[src/rtl/bdec_pkg.sv]
package bdec_pkg;
    localparam int SEL_W  = 3;
    localparam int OUT_N  = 1 << SEL_W;
    localparam int HEX_W  = SEL_W + 1;
    localparam int HEX_N  = 2 * OUT_N;
    localparam int NLO    = 2;
    localparam int NHI    = 1;
endpackage

[src/rtl/bdec_en_gate.sv]
module bdec_en_gate #(
    parameter int NLO = bdec_pkg::NLO,
    parameter int NHI = bdec_pkg::NHI
) (
    input  logic [NLO-1:0] act_lo_n,
    input  logic [NHI-1:0] act_hi,
    output logic           en
);
    // Enable term: every low-active input low and every high-active input high
    always_comb begin
        en = (~|act_lo_n) & (&act_hi);
    end
endmodule

[src/rtl/bdec_core.sv]
module bdec_core #(
    parameter int SEL_W = bdec_pkg::SEL_W,
    localparam int N    = 1 << SEL_W
) (
    input  logic [SEL_W-1:0] sel,
    input  logic             en,
    output logic [N-1:0]     y_n
);
    // One NAND per output line; the enable term is an input of each gate
    for (genvar i = 0; i < N; i++) begin : g_line
        assign y_n[i] = ~(en & (sel == SEL_W'(i)));
    end
endmodule

[src/rtl/bdec_oct.sv]
module bdec_oct #(
    parameter int SEL_W = bdec_pkg::SEL_W,
    localparam int N    = 1 << SEL_W
) (
    input  logic [SEL_W-1:0] sel,
    input  logic             en_a_n,
    input  logic             en_b_n,
    input  logic             en_c,
    output logic [N-1:0]     y_n
);
    logic en;

    bdec_en_gate #(.NLO(2), .NHI(1)) u_gate (
        .act_lo_n ({en_b_n, en_a_n}),
        .act_hi   (en_c),
        .en       (en)
    );

    bdec_core #(.SEL_W(SEL_W)) u_core (
        .sel (sel),
        .en  (en),
        .y_n (y_n)
    );
endmodule

[src/rtl/bdec_cascade.sv]
module bdec_cascade #(
    parameter int SUB_W = bdec_pkg::SEL_W,
    localparam int SUB_N = 1 << SUB_W
) (
    input  logic [SUB_W:0]     sel,
    input  logic               en_n,
    output logic [2*SUB_N-1:0] y_n
);
    // Top select bit lands on a low-active enable of the lower unit and on
    // the high-active enable of the upper unit, so one half runs at a time.
    for (genvar k = 0; k < 2; k++) begin : g_half
        logic lo2_n;
        logic hi;
        if (k == 0) begin : g_lower
            assign lo2_n = sel[SUB_W];
            assign hi    = 1'b1;
        end else begin : g_upper
            assign lo2_n = 1'b0;
            assign hi    = sel[SUB_W];
        end

        bdec_oct #(.SEL_W(SUB_W)) u_unit (
            .sel    (sel[SUB_W-1:0]),
            .en_a_n (en_n),
            .en_b_n (lo2_n),
            .en_c   (hi),
            .y_n    (y_n[k*SUB_N +: SUB_N])
        );
    end
endmodule

[src/rtl/bdec_top.sv]
module bdec_top #(
    parameter int SEL_W = bdec_pkg::SEL_W,
    localparam int N    = 1 << SEL_W
) (
    input  logic [SEL_W-1:0] oct_sel,
    input  logic             oct_en_a_n,
    input  logic             oct_en_b_n,
    input  logic             oct_en_c,
    output logic [N-1:0]     oct_y_n,
    input  logic [SEL_W:0]   hex_sel,
    input  logic             hex_en_n,
    output logic [2*N-1:0]   hex_y_n
);
    bdec_oct #(.SEL_W(SEL_W)) u_oct (
        .sel    (oct_sel),
        .en_a_n (oct_en_a_n),
        .en_b_n (oct_en_b_n),
        .en_c   (oct_en_c),
        .y_n    (oct_y_n)
    );

    bdec_cascade #(.SUB_W(SEL_W)) u_hex (
        .sel  (hex_sel),
        .en_n (hex_en_n),
        .y_n  (hex_y_n)
    );
endmodule

[config.mk]
export PLATFORM = sky130hd
export DESIGN_NAME = bdec_top
export DESIGN_NICKNAME = d
export VERILOG_FILES = /design/src/rtl/bdec_pkg.sv /design/src/rtl/bdec_en_gate.sv /design/src/rtl/bdec_core.sv /design/src/rtl/bdec_oct.sv /design/src/rtl/bdec_cascade.sv /design/src/rtl/bdec_top.sv
export SDC_FILE = /design/constraint.sdc
export NUM_CORES = 1
export LEC_CHECK = 0
export BUFFER_PORTS_ARGS = -buffer_cell sky130_fd_sc_hd__buf_2
export CORE_AREA = 2 2 39 41
export DETAILED_ROUTE_END_ITERATION = 16
export DIE_AREA = 0 0 41 43
export RECOVER_POWER = 100
export SETUP_SLACK_MARGIN = 0.5
export SYNTH_ARGS = -nofsm -noshare
export SYNTH_HDL_FRONTEND = slang
export SYNTH_HIERARCHICAL = 1
export SYNTH_SLANG_ARGS = --single-unit
[constraint.sdc]
create_clock -name vclk -period 2.5
set_clock_uncertainty 0.15 [all_clocks]
set_input_delay 0.75 -clock vclk [all_inputs]
set_output_delay 0.75 -clock vclk [all_outputs]
set_load 0.01 [all_outputs]
==> impl_metrics.py <==
metrics = {
    "outcome": {
        "outcome": "finished with violations",
        "violations": "negative setup slack",
    },
    "synthesis": {
        "syn-num-nets": 40,
        "post_synth.cell_area_avg_um2": 9.45,
        "yosys_warnings": 6,
        "area_of_the_mapped_netlist_um2": 274,
        "synth_cells": 29,
        "synth_cell_types": 6,
        "yosysSeqAreaShare": 0,
    },
    "power_and_ir_drop": {
        "cellLeakagePower_nw": 0.238,
        "vdd.ir_drop.worst_mv": 0.0522,
        "cellPowerDensity_nw_per_um2": 104,
    },
    "sta": {
        "finalHoldWorstSlack_ns": 1.64,
        "max_freq_mhz": 394,
        "fin_crit_sh": 1.01,
        "maxSlewViolCount": 0,
        "finalWorstPathRequiredPeriod_ns": 2.54,
        "report.final.hold_viol_count": 0,
        "setup_slack_ns": -0.0373,
        "rsz0062_at_grt": "true",
        "setup_violations": 3,
    },
    "floorplanning": {
        "design.die.area_um2": 1760,
        "die_y_um": 43,
        "pin_count": 35,
        "die-width_um": 41,
        "initial_utilization": 0.198,
        "number_of_placement_rows": 14,
        "core_area_um2": 1380,
    },
    "cells_and_area": {
        "nClkBuffers": 0,
        "synthToLayoutAreaGrowth_pct": 131,
        "final_layout_size_suffix_gt1_frac": 0.605,
        "inserted_diodes": 0,
        "final_core_utilization": 0.458,
        "flops_and_latches": 0,
        "regArea_um2": 0,
        "finish.net_count": 89,
    },
    "setup_path": {
        "critical_path.startpoint_type": "primary input",
        "cp_max_fo": 2,
        "worstPathRequired_ns": 1.60,
        "data_arrival_at_the_endpoint_of_the_critical_path_ns": 1.64,
        "nature_of_the_critical_path_endpoint": "primary output",
        "crit_type": "in2out",
    },
    "placed_design": {
        "place_worst_setup_slack_ns": -0.0839,
        "detailed_place_hpwl_um": 773,
        "numPortBuffers": 35,
        "place_congestion": 0.634,
    },
    "global_route": {
        "grt_remaining_overflow": 0,
        "antenna_found_initial": 0,
        "grt_pass1_vias": 368,
        "grt_pass1_wl_mm": 1.50,
        "grt_util_all_layers": 0.111,
        "grt_start_max_net_pins": 11,
    },
    "drt": {
        "via_per_inst": 4.86,
        "initialDrtViolationCount": 5,
        "drt_drc_violations_left": 0,
        "drt_wl_total_um": 946,
        "drtPass1Iterations": 3,
        "dr_total_vias": 447,
        "detail-route-antenna-nets": 0,
        "routedWlPerCell_um": 10.3,
    },
    "hold_path": {
        "worst_hold_path_type": "in2out",
    },
    "run": {
        "cap_viol_max_count": 0,
    },
}
path summary, 6_finish.rpt:
| path | start | to | slack (ns) | depth (start not counted) |
|---|---|---|---|---|
| min | oct_sel[0] | oct_y_n[0] | 1.64 | 3 |
| max | hex_en_n | hex_y_n[8] | -0.04 | 4 |
stage by stage:
| step | std cells | TNS (ns) | power, mW | instance area [um^2] |
|---|---|---|---|---|
| after floorplan | 29 | 0 | 0.0201 | 304 |
| after global placement | 90 | -0.216 | 0.0571 | 574 |
| after detailed placement | 90 | -0.221 | 0.0586 | 574 |
| after CTS | 92 | -0.161 | 0.0669 | 648 |
| after global routing | 92 | -0.228 | 0.0709 | 633 |
| final | 92 | -0.0986 | 0.0658 | 633 |
power breakdown:
part	internal, mW	switching [mW]
logic	0.0377	0.0282
clock network	0	0
registers	0	0
total	0.0377	0.0282
metal layers:
| layer | part of all wire | GRT usage |
|---|---|---|
| met1 | 0.41 | 0.158 |
| met2 | 0.54 | 0.191 |
| met3 | 0.048 | 0 |
| met4 | 0 | 0 |
| met5 | 0 | 0 |
critical path, cell delays in order:
cell	delay (ns)
sky130_fd_sc_hd__buf_8	0.10
sky130_fd_sc_hd__nor3b_4	0.17
sky130_fd_sc_hd__or4b_4	0.48
sky130_fd_sc_hd__buf_6	0.13
cell type report:
class	count	area (um^2)
fillers	135	751
well taps	16	20.0
multi-input cells	29	304
repair buffers	47	309
placed cells by master (no fill, tap or decap), drive strengths merged:
cell,n
buf,30
clkbuf,17
conb,2
nand4,3
nand4b,9
nand4bb,9
nor3b,3
or4b,3
synthesized netlist by cell type (all sizes together):
| library cell | instances | area share |
|---|---|---|
| conb | 2 | 0.027 |
| nor3b | 3 | 0.14 |
| nand4 | 3 | 0.069 |
| nand4b | 9 | 0.29 |
| or4b | 3 | 0.11 |
| nand4bb | 9 | 0.37 |
logic make-up after synthesis:
logic type / share of synthesized area
other: 0.0274
AND/OR/NAND/NOR: 0.973
timing repair:
item / in CTS / in global routing
setup endpoints to repair: 24 / 24
hold buffers: 0 / 0
resized for setup: 12 / 0
pin swaps: 9 / 2
gates cloned: 0 / 0
buffers inserted: 2 / 0
(Power assumes the default switching activity.)
